<file path="config.mk">
export PLATFORM = sky130hd
export DESIGN_NAME = uart_tx_buf
export DESIGN_NICKNAME = d
export VERILOG_FILES = /design/src/rtl/uart_tx_pkg.sv /design/src/rtl/uart_tx_hold.sv /design/src/rtl/uart_tx_shift.sv /design/src/rtl/uart_tx_flags.sv /design/src/rtl/uart_tx_buf.sv
export SDC_FILE = /design/constraint.sdc
export NUM_CORES = 1
export LEC_CHECK = 0
export BUFFER_PORTS_ARGS = -buffer_cell sky130_fd_sc_hd__buf_2
export CAP_MARGIN = 5
export CELL_PAD_IN_SITES_DETAIL_PLACEMENT = 2
export CELL_PAD_IN_SITES_GLOBAL_PLACEMENT = 2
export CORE_UTILIZATION = 37
export CTS_BUF_LIST = sky130_fd_sc_hd__clkbuf_2 sky130_fd_sc_hd__clkbuf_4 sky130_fd_sc_hd__clkbuf_8
export CTS_CLUSTER_DIAMETER = 80
export DETAILED_ROUTE_END_ITERATION = 12
export PLACE_DENSITY = 0.91
export SYNTH_ARGS = -nofsm -noshare
export SYNTH_HDL_FRONTEND = slang
export SYNTH_SLANG_ARGS = --single-unit
</file>
<file path="constraint.sdc">
create_clock -name clk_i -period 2.9 [get_ports clk_i]
set_clock_uncertainty 0.05 [all_clocks]
set_input_delay 0.145 -clock clk_i [delete_from_list [all_inputs] [get_ports clk_i]]
set_output_delay 0.145 -clock clk_i [all_outputs]
set_load 0.005 [all_outputs]
</file>
<file path="src/rtl/uart_tx_pkg.sv">
package uart_tx_pkg;
  typedef enum logic [2:0] {
    ST_IDLE,
    ST_START,
    ST_DATA,
    ST_PAR,
    ST_STOP1,
    ST_STOP2
  } tx_st_e;
endpackage

</file>
<file path="src/rtl/uart_tx_hold.sv">
module uart_tx_hold #(
  parameter int DATA_W = 8
) (
  input  logic              clk_i,
  input  logic              rst_ni,
  input  logic              en_i,
  input  logic              we_i,
  input  logic [DATA_W-1:0] data_i,
  input  logic              take_i,
  output logic              full_o,
  output logic [DATA_W-1:0] data_o,
  output logic              ovr_o
);
  logic              full_q, ovr_q;
  logic [DATA_W-1:0] data_q;
  logic              accept, reject;

  assign accept = en_i & we_i & ~full_q;
  assign reject = en_i & we_i & full_q;

  always_ff @(posedge clk_i or negedge rst_ni) begin
    if (!rst_ni) begin
      full_q <= 1'b0;
      data_q <= '0;
      ovr_q  <= 1'b0;
    end else begin
      if (accept) begin
        full_q <= 1'b1;
        data_q <= data_i;
      end else if (take_i) begin
        full_q <= 1'b0;
      end
      if (reject) ovr_q <= 1'b1;
    end
  end

  assign full_o = full_q;
  assign data_o = data_q;
  assign ovr_o  = ovr_q;

  AST_WRITE_FILLS: assert property (@(posedge clk_i) disable iff (!rst_ni)
    (en_i && we_i && !full_o) |=> full_o) else $error("write did not fill");
  AST_FULL_KEEPS: assert property (@(posedge clk_i) disable iff (!rst_ni)
    (we_i && full_o) |=> (data_o == $past(data_o))) else $error("full buffer overwritten");
  AST_OVR_STICKY: assert property (@(posedge clk_i) disable iff (!rst_ni)
    ovr_o |=> ovr_o) else $error("overrun dropped");
endmodule

</file>
<file path="src/rtl/uart_tx_shift.sv">
module uart_tx_shift
  import uart_tx_pkg::*;
#(
  parameter int DATA_W   = 8,
  parameter int MIN_BITS = 5,
  localparam int CNT_W   = $clog2(DATA_W + 1)
) (
  input  logic              clk_i,
  input  logic              rst_ni,
  input  logic              tick_i,
  input  logic              pend_i,
  input  logic [DATA_W-1:0] pend_data_i,
  input  logic [CNT_W-1:0]  nbits_i,
  input  logic              par_en_i,
  input  logic              par_odd_i,
  input  logic              two_stop_i,
  output logic              load_o,
  output logic              done_o,
  output logic              busy_o,
  output logic              bit_o
);
  tx_st_e            st_q;
  logic [DATA_W-1:0] sh_q;
  logic [CNT_W-1:0]  cnt_q, nb_q, nb_eff;
  logic              par_q, par_en_q, two_q;
  logic [DATA_W-1:0] mask;
  logic              frame_end;

  always_comb begin
    if (nbits_i < CNT_W'(MIN_BITS))    nb_eff = CNT_W'(MIN_BITS);
    else if (nbits_i > CNT_W'(DATA_W)) nb_eff = CNT_W'(DATA_W);
    else                               nb_eff = nbits_i;
  end

  for (genvar g = 0; g < DATA_W; g++) begin : g_mask
    assign mask[g] = (CNT_W'(g) < nb_eff);
  end

  assign frame_end = tick_i & ((st_q == ST_STOP2) | ((st_q == ST_STOP1) & ~two_q));
  assign load_o    = tick_i & pend_i & ((st_q == ST_IDLE) | frame_end);
  assign done_o    = frame_end & ~pend_i;
  assign busy_o    = (st_q != ST_IDLE);

  always_ff @(posedge clk_i or negedge rst_ni) begin
    if (!rst_ni) begin
      st_q     <= ST_IDLE;
      sh_q     <= '0;
      cnt_q    <= '0;
      nb_q     <= CNT_W'(MIN_BITS);
      par_q    <= 1'b0;
      par_en_q <= 1'b0;
      two_q    <= 1'b0;
    end else if (load_o) begin
      st_q     <= ST_START;
      sh_q     <= pend_data_i;
      cnt_q    <= '0;
      nb_q     <= nb_eff;
      par_q    <= (^(pend_data_i & mask)) ^ par_odd_i;
      par_en_q <= par_en_i;
      two_q    <= two_stop_i;
    end else if (tick_i) begin
      unique case (st_q)
        ST_START: st_q <= ST_DATA;
        ST_DATA: begin
          if (cnt_q == nb_q - CNT_W'(1)) begin
            st_q <= par_en_q ? ST_PAR : ST_STOP1;
          end else begin
            cnt_q <= cnt_q + CNT_W'(1);
            sh_q  <= sh_q >> 1;
          end
        end
        ST_PAR:   st_q <= ST_STOP1;
        ST_STOP1: st_q <= two_q ? ST_STOP2 : ST_IDLE;
        ST_STOP2: st_q <= ST_IDLE;
        default:  st_q <= ST_IDLE;
      endcase
    end
  end

  always_comb begin
    unique case (st_q)
      ST_START: bit_o = 1'b0;
      ST_DATA:  bit_o = sh_q[0];
      ST_PAR:   bit_o = par_q;
      default:  bit_o = 1'b1;
    endcase
  end

  AST_START_LOW: assert property (@(posedge clk_i) disable iff (!rst_ni)
    load_o |=> (bit_o == 1'b0)) else $error("no start bit after load");
  AST_LEN_RANGE: assert property (@(posedge clk_i) disable iff (!rst_ni)
    busy_o |-> (nb_q >= CNT_W'(MIN_BITS) && nb_q <= CNT_W'(DATA_W))) else $error("length out of range");
  AST_END_IDLE: assert property (@(posedge clk_i) disable iff (!rst_ni)
    done_o |=> (!busy_o && bit_o)) else $error("line not idle after last frame");
endmodule

</file>
<file path="src/rtl/uart_tx_flags.sv">
module uart_tx_flags (
  input  logic clk_i,
  input  logic rst_ni,
  input  logic ctrl_we_i,
  input  logic ie_empty_i,
  input  logic ie_done_i,
  input  logic set_done_i,
  input  logic ack_i,
  input  logic w1c_i,
  input  logic empty_i,
  output logic done_o,
  output logic irq_empty_o,
  output logic irq_done_o
);
  logic done_q, ie_empty_q, ie_done_q;

  always_ff @(posedge clk_i or negedge rst_ni) begin
    if (!rst_ni) begin
      done_q     <= 1'b0;
      ie_empty_q <= 1'b0;
      ie_done_q  <= 1'b0;
    end else begin
      if (ctrl_we_i) begin
        ie_empty_q <= ie_empty_i;
        ie_done_q  <= ie_done_i;
      end
      if (set_done_i)         done_q <= 1'b1;
      else if (ack_i | w1c_i) done_q <= 1'b0;
    end
  end

  assign done_o      = done_q;
  assign irq_empty_o = ie_empty_q & empty_i;
  assign irq_done_o  = ie_done_q & done_q;

  AST_DONE_SETS: assert property (@(posedge clk_i) disable iff (!rst_ni)
    set_done_i |=> done_o) else $error("done not set");
  AST_DONE_CLEARS: assert property (@(posedge clk_i) disable iff (!rst_ni)
    ((ack_i || w1c_i) && !set_done_i) |=> !done_o) else $error("done not cleared");
endmodule

</file>
<file path="src/rtl/uart_tx_buf.sv">
module uart_tx_buf #(
  parameter int DATA_W   = 8,
  parameter int MIN_BITS = 5,
  localparam int CNT_W   = $clog2(DATA_W + 1)
) (
  input  logic              clk_i,
  input  logic              rst_ni,
  input  logic              baud_tick_i,
  input  logic              tx_en_i,
  input  logic [CNT_W-1:0]  data_bits_i,
  input  logic              par_en_i,
  input  logic              par_odd_i,
  input  logic              two_stop_i,
  input  logic              data_we_i,
  input  logic [DATA_W-1:0] data_i,
  input  logic              ctrl_we_i,
  input  logic              ie_empty_i,
  input  logic              ie_done_i,
  input  logic              done_w1c_i,
  input  logic              done_ack_i,
  output logic              txd_o,
  output logic              txd_oe_o,
  output logic              buf_empty_o,
  output logic              tx_done_o,
  output logic              overrun_o,
  output logic              irq_empty_o,
  output logic              irq_done_o
);
  logic              en_q;
  logic              full, take, busy, line_bit, frame_done;
  logic [DATA_W-1:0] pend_data;

  // disable waits for buffer and shifter to drain
  always_ff @(posedge clk_i or negedge rst_ni) begin
    if (!rst_ni) en_q <= 1'b0;
    else         en_q <= tx_en_i | (en_q & (full | busy));
  end

  uart_tx_hold #(.DATA_W(DATA_W)) u_hold (
    .clk_i  (clk_i),
    .rst_ni (rst_ni),
    .en_i   (en_q),
    .we_i   (data_we_i),
    .data_i (data_i),
    .take_i (take),
    .full_o (full),
    .data_o (pend_data),
    .ovr_o  (overrun_o)
  );

  uart_tx_shift #(.DATA_W(DATA_W), .MIN_BITS(MIN_BITS)) u_shift (
    .clk_i       (clk_i),
    .rst_ni      (rst_ni),
    .tick_i      (baud_tick_i & en_q),
    .pend_i      (full),
    .pend_data_i (pend_data),
    .nbits_i     (data_bits_i),
    .par_en_i    (par_en_i),
    .par_odd_i   (par_odd_i),
    .two_stop_i  (two_stop_i),
    .load_o      (take),
    .done_o      (frame_done),
    .busy_o      (busy),
    .bit_o       (line_bit)
  );

  uart_tx_flags u_flags (
    .clk_i       (clk_i),
    .rst_ni      (rst_ni),
    .ctrl_we_i   (ctrl_we_i),
    .ie_empty_i  (ie_empty_i),
    .ie_done_i   (ie_done_i),
    .set_done_i  (frame_done),
    .ack_i       (done_ack_i),
    .w1c_i       (done_w1c_i),
    .empty_i     (buf_empty_o),
    .done_o      (tx_done_o),
    .irq_empty_o (irq_empty_o),
    .irq_done_o  (irq_done_o)
  );

  assign buf_empty_o = ~(en_q & full);
  assign txd_oe_o    = en_q;
  assign txd_o       = en_q ? line_bit : 1'b1;

  AST_DEFER_OFF: assert property (@(posedge clk_i) disable iff (!rst_ni)
    (txd_oe_o && (!buf_empty_o || busy)) |=> txd_oe_o) else $error("line released early");
  AST_DONE_NO_PEND: assert property (@(posedge clk_i) disable iff (!rst_ni)
    $rose(tx_done_o) |-> $past(buf_empty_o)) else $error("done with word pending");
  AST_OFF_IGNORE: assert property (@(posedge clk_i) disable iff (!rst_ni)
    (!txd_oe_o && data_we_i) |=> buf_empty_o) else $error("write taken while off");
endmodule

</file>
==> flow_summary.toml, run 1 <==
[status]
outcome = "complete, no violations"

[worst_setup_path]
r2r-start = "u_shift.nb_q[0]"
worstPathMaxFanout = 14
startpoint = "u_shift.nb_q[0]"
max_stage_delay_ps = 550
cp-end-kind = "flip-flop"
required_ps = 3060
crit_type = "reg -> reg"
arrival_ps = 2460
path_cells = "inv_1 -> ha_1 -> xnor3_1 -> nand3_2 -> o2111ai_4 -> or3_1 -> a21oi_1"
cp_slowest_cell = "dfstp_2"
crit_path_start_kind = "flip-flop"
ff2ff_path_depth = 7

[worst_hold_path]
holdPathStages = 3
worstHoldStart = "two_stop_i"
worstHoldPathType = "in -> reg"

[routing]
wl_met3_um = 93
top_layer_used = "met4"
via_count = 1419
detail_route.wl_per_cell_um = 18.09
drt_wl_total_um = 4958
antenna_left = 0
dr_wl_met2_um = 2744
drt_iter0_markers = 61
drcViolationCount = 0
via_per_inst = 5.179
wl_met1_um = 2068
first_pass_iters = 4

[clocking]
cts.sinks = 36
htreeDepth = 2
clockRootBuffer = "clkbuf_8"
cts_buffers = 5
tritoncts = "done"
clkTransAtPathRegs_ps = 80
clk_latency_ps = 290
clk_path_buf_depth = 2
ctsResizeCount = 0

[yosys]
synth_adder_area_share_pct = 1.375
yosysTopAreaCell = "dfrtp_1"
synth_xor_area_share_pct = 7.285
syn_inst = 171
yosys_warnings = 0
synth.area.mux_share_pct = 11.75
syn_nets = 198
synth-simple-area-share_pct = 13.88
syn_area_per_cell_um2 = 10.65
yosysUniqueCellTypes = 39
synth_top_area_share_pct = 46.74
yosysSeqAreaShare_pct = 49.62
async_reset_ff_share_pct = 100.0
synth_area_um2 = 1820
synth_compound_area_share_pct = 13.13
synth_seq_cells = 36
synth_top_family_by_area = "simple AND/OR/NAND/NOR gates"
synthFlopType = "dfrtp_1"
synth_edf_count = 0
synth_area_leaders = "dfrtp_1 (47%), mux2_2 (6.2%), mux2i_1 (4.9%), nand2_1 (4.3%), xnor2_1 (3.4%)"

[sta]
drv_slew = 0
setup_viol = 0
period_share_pct = 79.17
hold_viol = 0
period_needed_ps = 2296
fmax_mhz = 435.5
tns_ps = 0
worstMarginPinSlew_ps = 834.3
relSlewSlack_pct = 44.38
rsz0062_at_grt = "no"

[flow_run]
drv_cap = 0

[cells_and_area]
drive_gt1_share_pct = 27.54
instances_no_fill = 274
diodes = 0
area_delta_synth_final_pct = 19.04
nets = 233
fillers = 500
regArea_um2 = 903.4
multi_input_area_um2 = 867.1

[grt]
track_usage_pct = 20.85
antenna_found_initial = 0
grt_pass1_vias = 1603
grt_pass1_wl_um = 8045
grt_start_max_net_pins = 37
grt_overflow_total = 0

[die]
coreArea_um2 = 4723
ios = 32
start_util_pct = 38.54
dieArea_um2 = 5205
dieWidth_um = 72.15
dieHeight_um = 72.15
rows = 25

[power]
leakagePower_nw = 1.020
peakVddDrop_mv = 0.5072
pwr_density_cell_nw_per_um2 = 1119

[placement]
dp_cells = 264
place.gp.congestion = 0.8321
port_buffers = 31
hpwlAfterDp_um = 3547
==> placed cells by master, fill, tap and decap left out, types with 3 or more instances in the layout <==
cell type	count
dfrtp_1	34
buf_2	31
nand2_1	21
nor2_1	16
a21oi_1	12
mux2_2	10
mux2i_1	9
xnor2_1	7
inv_1	5
clkbuf_8	5
o21ai_1	4
o21ai_0	4
and2_1	3
a31oi_1	3
xor2_1	3
nand3_1	3
==> state kept, by name, indices dropped and copies added, names as in the netlist, 3 cells and up <==
name / cells
u_hold.data_o: 8
u_shift.cnt_q: 4
u_shift.nb_q: 4
u_shift.sh_q: 8
u_shift.st_q: 3
==> synth_stat cells (all sizes together), types with 3 or more instances <==
library cell  instances
a31oi                 3
nor2                 17
nand3                 4
xnor2                 7
and2                  3
mux2                 11
dfrtp                34
mux2i                 9
nand2                21
inv                   5
buf                   5
xor2                  3
o21ai                 9
a21oi                12
==> routing by layer <==
metal	up-vias	GRT usage [%]
met3	8	3.750
met2	21	38.11
met5	-	0
met1	725	24.64
li1	665	-
met4	0	6.754
==> worst max-delay path, delay by kind of cell (launching register included) <==
kind	cells	cell delay, ps
AND/OR/NAND/NOR	2	560
buffers and inverters	1	60
XOR/XNOR	1	340
adder cells (fa/ha/maj)	1	210
flip-flops	1	550
AO/OA/AOI/OAI	2	450
==> worst paths after layout <==
check	slack [ps]	end
min in group asynchronous	450	u_shift.cnt_q[0]
max in group asynchronous	1830	u_shift.sh_q[3]
max reg2reg	600	u_shift.cnt_q[3]
max	600	u_shift.cnt_q[3]
min	9	u_shift.two_q
min reg2reg	440	u_hold.ovr_o
==> stage by stage <==
stage	cell area [um^2]	worst slack [ps]	hold WS [ps]	power, mW	utilization (%)
after global placement	2036	707.8	229.5	1.875	43.10
after CTS	2167	566.3	4.424	2.461	45.88
final	2167	604.0	9.206	2.425	45.88
after detailed placement	2036	551.6	241.9	1.986	43.10
after floorplan	1821	883.4	-200.6	1.657	-
after global routing	2167	457.7	19.85	2.571	45.88
==> cell type report <==
cell class,count,share of cell area [%]
clock inverter,3,1.963
clock buffer,5,3.176
timing repair buffer,34,8.430
tap,67,3.868
multi-input combinational,124,40.01
inverter,5,0.8661
sequential,36,41.69
==> kinds of logic (layout without fill, tap and decap cells) <==
group                    Yosys count  after routing
AND/OR/NAND/NOR                   54             54
adder cells (fa/ha/maj)            2              2
multiplexers                      20             20
XOR/XNOR                          12             12
AO/OA/AOI/OAI                     36             36
buffers and inverters             11             47
flip-flops                        36             36
==> report_power, final <==
part | total, mW | switching [mW] | internal (mW) | leakage, nW
logic | 1.02 | 0.537 | 0.487 | 0.538
registers | 0.956 | 0.235 | 0.721 | 0.428
clock network | 0.445 | 0.190 | 0.254 | 0.0541
==> timing repair <==
item,in CTS,in global routing
endpoints found under the hold margin,35,0
setup buffers,0,0
hold buffers,2,0
Note: power is estimated with default switching activity, not from simulation.
==> run 2, diff against run 1 <==
--- a/config.mk
+++ b/config.mk
@@ -9,11 +9,11 @@
 export CAP_MARGIN = 5
 export CELL_PAD_IN_SITES_DETAIL_PLACEMENT = 2
 export CELL_PAD_IN_SITES_GLOBAL_PLACEMENT = 2
-export CORE_UTILIZATION = 37
+export CORE_UTILIZATION = 33
 export CTS_BUF_LIST = sky130_fd_sc_hd__clkbuf_2 sky130_fd_sc_hd__clkbuf_4 sky130_fd_sc_hd__clkbuf_8
 export CTS_CLUSTER_DIAMETER = 80
 export DETAILED_ROUTE_END_ITERATION = 12
-export PLACE_DENSITY = 0.91
+export PLACE_DENSITY = 0.86
 export SYNTH_ARGS = -nofsm -noshare
 export SYNTH_HDL_FRONTEND = slang
 export SYNTH_SLANG_ARGS = --single-unit
==> constraint.sdc (replaced) <==
create_clock -name clk_i -period 1.95 [get_ports clk_i]
set_clock_uncertainty 0.05 [all_clocks]
set_input_delay 0.0975 -clock clk_i [delete_from_list [all_inputs] [get_ports clk_i]]
set_output_delay 0.0975 -clock clk_i [all_outputs]
set_load 0.005 [all_outputs]
==> run 2 against run 1 <==
The run now ends with setup timing left. Die area up 12%. Global-route usage down 1.9 points. Wire length up 1.2%. Combinational power up 90%. Sequential cell count unchanged. Final cell count up 10%. Maximum frequency up 11%. Critical path depth up 1. Final area up 13%. Clock power up 25%.
==> flow_summary.toml, run 2 (synthesized netlist as in run 1, its figures left out) <==
[routing]
via_per_inst = 5.026
first_pass_iters = 4
via_count = 1518
drt_wl_total_um = 5018
drcViolationCount = 0
antenna_left = 0
drt_iter0_markers = 84
detail_route.wl_per_cell_um = 16.62

[power]
seq_power_share_pct = 35.7
comb_power_share_pct = 49.9
p_switching_mw = 1.581
pwr_density_cell_nw_per_um2 = 1578
leakagePower_nw = 1.125
peakVddDrop_mv = 0.7048
p_sw_share_pct = 40.78
clkPwrFrac_pct = 14.3
p_int_mw = 2.297

[worst_setup_path]
crit_type = "reg -> reg"
reg2reg_slack_ps = -120
cp-end-kind = "flip-flop"
r2r-start = "u_shift.nb_q[0]"
arrival_ps = 2250
required_ps = 2130
crit_path_start_kind = "flip-flop"
worstPathMaxFanout = 6
ff2ff_path_depth = 8
regToRegEndpoint = "u_shift.cnt_q[3]"

[cells_and_area]
diodes = 0
area_delta_synth_final_pct = 34.98
instances_no_fill = 302
layout_common_cells = "dfrtp_1 (34), buf_2 (31), nand2_1 (21)"
drive_gt1_share_pct = 32.33
multi_input_area_um2 = 947.2
layout_commonest_cell = "dfrtp_1"
regArea_um2 = 903.4
fillers = 553
nets = 258

[die]
ios = 32
start_util_pct = 34.98
dieArea_um2 = 5818
rows = 26
dieHeight_um = 76.28
coreArea_um2 = 5205
dieWidth_um = 76.28

[placement]
dp_cells = 274
port_buffers = 31
place.gp.congestion = 0.7218
dp_slack_ps = -212.1
hpwlAfterDp_um = 3342

[grt]
track_usage_pct = 18.97
antenna_found_initial = 0
grt_start_max_net_pins = 37
grt_pass1_vias = 1713
grt_overflow_total = 0
grt_pass1_wl_um = 8618

[sta]
tns_ps = -750.8
setup_ws_ps = -117.9
fmax_mhz = 483.6
drv_slew = 0
period_share_pct = 106.0
rsz0062_at_grt = "yes"
worstMarginPinSlew_ps = 825.1
setup_viol = 12
period_needed_ps = 2068
hold_viol = 0
relSlewSlack_pct = 44.99

[worst_hold_path]
worstHoldPathType = "in -> reg"
worstHoldStart = "data_we_i"
holdPathEnd = "u_hold.ovr_o"
holdPathStages = 2

[clocking]
cts.sinks = 36
clk_path_buf_depth = 2
cts_buffers = 5
clk_latency_ps = 300
htreeDepth = 2
clockRootBuffer = "clkbuf_8"
clkTransAtPathRegs_ps = 80
tritoncts = "done"

[status]
outcome = "finished, violations left"
violations = "setup timing"

[flow_run]
drv_cap = 0
-- run 2: cell types whose count changed in the layout (fill, tap and decap cells not counted), sizes merged --
cell,change
clkinvlp,+1
o2111ai,+1
bufinv,-1
dlygate4sd3,+13
buf,+11
-- run 2: layout make-up --
class / count / share of cell area (%)
Sequential cell: 36 / 36.76
Clock inverter: 3 / 0.9674
Inverter: 5 / 0.7637
Timing Repair Buffer: 58 / 16.60
Multi-Input combinational cell: 125 / 38.54
Tap cell: 70 / 3.564
Clock buffer: 5 / 2.800
-- run 2: power groups by stage --
stage	Clock (mW)	Sequential, mW	Combinational (mW)
after detailed placement	0	1.39	1.64
after floorplan	0	1.28	1.20
after global placement	0	1.36	1.57
final	0.556	1.39	1.94
after CTS	0.568	1.38	1.78
after global routing	0.596	1.44	2.12
-- run 2: per-layer routing --
metal / wire length, um / track usage, % / share of wire (%)
met3: 100 / 3.593 / 2.0
met1: 2093 / 22.22 / 42
met4: 62 / 5.192 / 1.2
met2: 2761 / 35.05 / 55
met5: 0 / 0 / 0
-- run 2: worst max-delay path by stage --
stage	from	end	slack [ps]
after floorplan	u_shift.nb_q[0]	u_shift.sh_q[3]	-20
after detailed placement	u_shift.nb_q[0]	u_shift.cnt_q[3]	-210
after global routing	u_shift.nb_q[0]	u_shift.cnt_q[3]	-190
after CTS	u_shift.nb_q[0]	u_shift.sh_q[1]	-90
final	u_shift.nb_q[0]	u_shift.cnt_q[3]	-120
after global placement	u_shift.nb_q[0]	u_shift.sh_q[0]	-130
-- run 2: through the flow --
stage	instance area [um^2]	total power [mW]	hold slack (ps)	utilization (%)
2_1_floorplan	1833	2.477	-248.1	-
3_3_place_gp	2117	2.924	193.5	40.67
3_5_place_dp	2117	3.028	189.7	40.67
4_1_cts	2401	3.734	19.61	46.13
5_1_grt	2457	4.154	27.14	47.21
6_report	2457	3.878	28.70	47.21
-- run 2: worst max-delay path, cell delays in order, from the launching register on --
cell and delay [ps]:
dfstp_2 540, inv_2 50, ha_4 290, xor2_4 170
nand3_4 120, o2111ai_4 360, buf_4 190, o21ai_1 90
a21oi_1 130
-- run 2: repair_timing --
action | in CTS | in global routing
resized for setup | 2 | 7
cloned | 1 | 0
hold endpoints to repair | 48 | 0
pin swaps | 5 | 7
hold buffers | 15 | 0
setup endpoints to repair | 13 | 12
buffers inserted | 1 | 3
==> run 3, diff against run 2 <==
--- a/config.mk
+++ b/config.mk
@@ -5,6 +5,7 @@
 export SDC_FILE = /design/constraint.sdc
 export NUM_CORES = 1
 export LEC_CHECK = 0
+export ABC_CLOCK_PERIOD_IN_PS = 1950
 export BUFFER_PORTS_ARGS = -buffer_cell sky130_fd_sc_hd__buf_2
 export CAP_MARGIN = 5
 export CELL_PAD_IN_SITES_DETAIL_PLACEMENT = 2
@@ -13,6 +14,7 @@
 export CTS_BUF_LIST = sky130_fd_sc_hd__clkbuf_2 sky130_fd_sc_hd__clkbuf_4 sky130_fd_sc_hd__clkbuf_8
 export CTS_CLUSTER_DIAMETER = 80
 export DETAILED_ROUTE_END_ITERATION = 12
+export HOLD_SLACK_MARGIN = 0.12
 export PLACE_DENSITY = 0.86
 export SYNTH_ARGS = -nofsm -noshare
 export SYNTH_HDL_FRONTEND = slang
==> run 3 against run 2 <==
The flow still finishes with violations (setup timing). Die area stayed put. Non-clock buffer count grew 5. Sequential share of layout area decreased by 0.37 points. Global-route usage is 4.0 points higher. Largest power group unchanged.
==> flow_summary.toml, run 3 (synthesized netlist as in run 1, its figures left out) <==
[clocking]
cts.sinks = 36
clkTransAtPathRegs_ps = 80
tritoncts = "done"
clk_path_buf_depth = 2
cts_buffers = 5
clockRootBuffer = "clkbuf_8"
htreeDepth = 2
clk_latency_ps = 300

[worst_setup_path]
max_stage_delay_ps = 540
path_cells = "inv_2 -> ha_4 -> xor2_2 -> nand3_2 -> o2111ai_4 -> mux2i_1 -> a21oi_1"
regToRegEndpoint = "u_shift.sh_q[2]"
crit_type = "reg -> reg"
startpoint = "u_shift.nb_q[0]"
ff2ff_path_depth = 7
cp_slowest_cell = "dfstp_2"
required_ps = 2080
worstPathMaxFanout = 6
critical_path_buf_inv_count = 1
arrival_ps = 2240
r2r-start = "u_shift.nb_q[0]"
cp-end-kind = "flip-flop"
crit_path_start_kind = "flip-flop"
reg2reg_slack_ps = -160
crit_family = "flip-flops"

[placement]
place_area_um2 = 2117
place.gp.congestion = 0.7218
hpwlAfterDp_um = 3342
port_buffers = 31

[sta]
hold_viol = 0
fmax_mhz = 473.0
worstMarginPinSlew_ps = 830.8
period_share_pct = 108.4
period_needed_ps = 2114
drv_slew = 0
tns_ps = -867.2
setup_viol = 11
setup_ws_ps = -164.1
hold_slack_ps = 227.6
rsz0062_at_grt = "yes"
relSlewSlack_pct = 44.61

[status]
outcome = "finished, violations left"
violations = "setup timing"

[grt]
grt_overflow_total = 0
grt_pass1_wl_um = 10080
busiest_layer = "met2"
met3_usage_pct = 4.671
grt_start_max_net_pins = 37
gr-usage-met2_pct = 41.71
antenna_found_initial = 0
track_usage_pct = 22.96
grt_use_met1_pct = 25.60
grt_pass1_vias = 1866

[die]
dieHeight_um = 76.28
dieArea_um2 = 5818
ios = 32
start_util_pct = 34.98
coreArea_um2 = 5205
dieWidth_um = 76.28
rows = 26

[routing]
drcViolationCount = 0
detail_route.wl_per_cell_um = 19.46
first_pass_iters = 3
via_per_inst = 5.134
drt_wl_total_um = 5975
via_count = 1576
antenna_left = 0
drt_iter0_markers = 34

[power]
pwr_density_cell_nw_per_um2 = 1558
leakagePower_nw = 1.137
peakVddDrop_mv = 0.9966

[cells_and_area]
drive_gt1_share_pct = 29.96
fin_area_um2 = 2482
diodes = 0
nets = 263
layout_commonest_cell = "dfrtp_1"
layout_common_cells = "dfrtp_1 (34), buf_2 (31), dlygate4sd3_1 (22)"
area_delta_synth_final_pct = 36.36

[worst_hold_path]
holdPathEnd = "u_shift.nb_q[0]"
worstHoldStart = "data_bits_i[0]"
holdPathStages = 4
worstHoldPathType = "in -> reg"

[flow_run]
drv_cap = 0
run 3: cell count changes in the layout (fill, tap and decap cells not counted), sizes merged:
cell / before / now
buf: 43 / 41
dlygate4sd3: 15 / 22
run 3: worst max-delay path by stage:
stage | to | slack [ps] | depth (start not counted)
finish | u_shift.sh_q[2] | -160 | 7
global route | u_shift.cnt_q[3] | -220 | 8
CTS | u_shift.sh_q[1] | -90 | 7
detailed placement | u_shift.cnt_q[3] | -210 | 8
global placement | u_shift.sh_q[0] | -130 | 7
floorplan | u_shift.sh_q[3] | -20 | 8
run 3: area by class of cell:
cell class,count,area (um^2)
fill,551,2723
multi-input combinational,125,917.1
sequential,36,903.4
timing repair buffer,63,462.9
tap,70,87.58
clock buffer,5,68.82
clock inverter,3,23.77
inverter,5,18.77
run 3: what timing repair did:
action / CTS / global route
gates resized for setup: 2 / 1
pin swaps: 5 / 6
gates cloned: 1 / 0
endpoints found under the setup margin: 13 / 12
buffers inserted: 1 / 1
hold endpoints to repair: 52 / 0
hold buffers: 22 / 0
run 3: per-stage QoR:
stage	cells	util (%)	power [mW]	setup WS, ps
finish	307	47.69	3.867	-164.1
CTS	306	47.48	3.747	-88.58
global route	307	47.69	4.118	-215.3
detailed placement	274	40.67	3.028	-212.1
global placement	274	40.67	2.924	-128.8
floorplan	171	-	2.477	-24.91
run 3: routing by layer:
| metal | wire, um | up-vias |
|---|---|---|
| met5 | 0 | - |
| met2 | 3235 | 29 |
| met3 | 152 | 19 |
| met4 | 224 | 0 |
| li1 | - | 728 |
| met1 | 2363 | 800 |
run 3: power breakdown:
| group | switching (mW) | total (mW) | internal (mW) | leakage, nW |
|---|---|---|---|---|
| combinational | 0.995 | 1.90 | 0.907 | 0.669 |
| clock | 0.306 | 0.559 | 0.253 | 0.0404 |
| sequential | 0.334 | 1.41 | 1.07 | 0.428 |
| total | 1.64 | 3.87 | 2.23 | 1.14 |
run 3: worst reg2reg max path, cell delays in order, from the launching register on:
cell       delay [ps]
dfstp_2           540
inv_2              50
ha_4              270
xor2_2            130
nand3_2           150
o2111ai_4         380
mux2i_1           290
a21oi_1           130
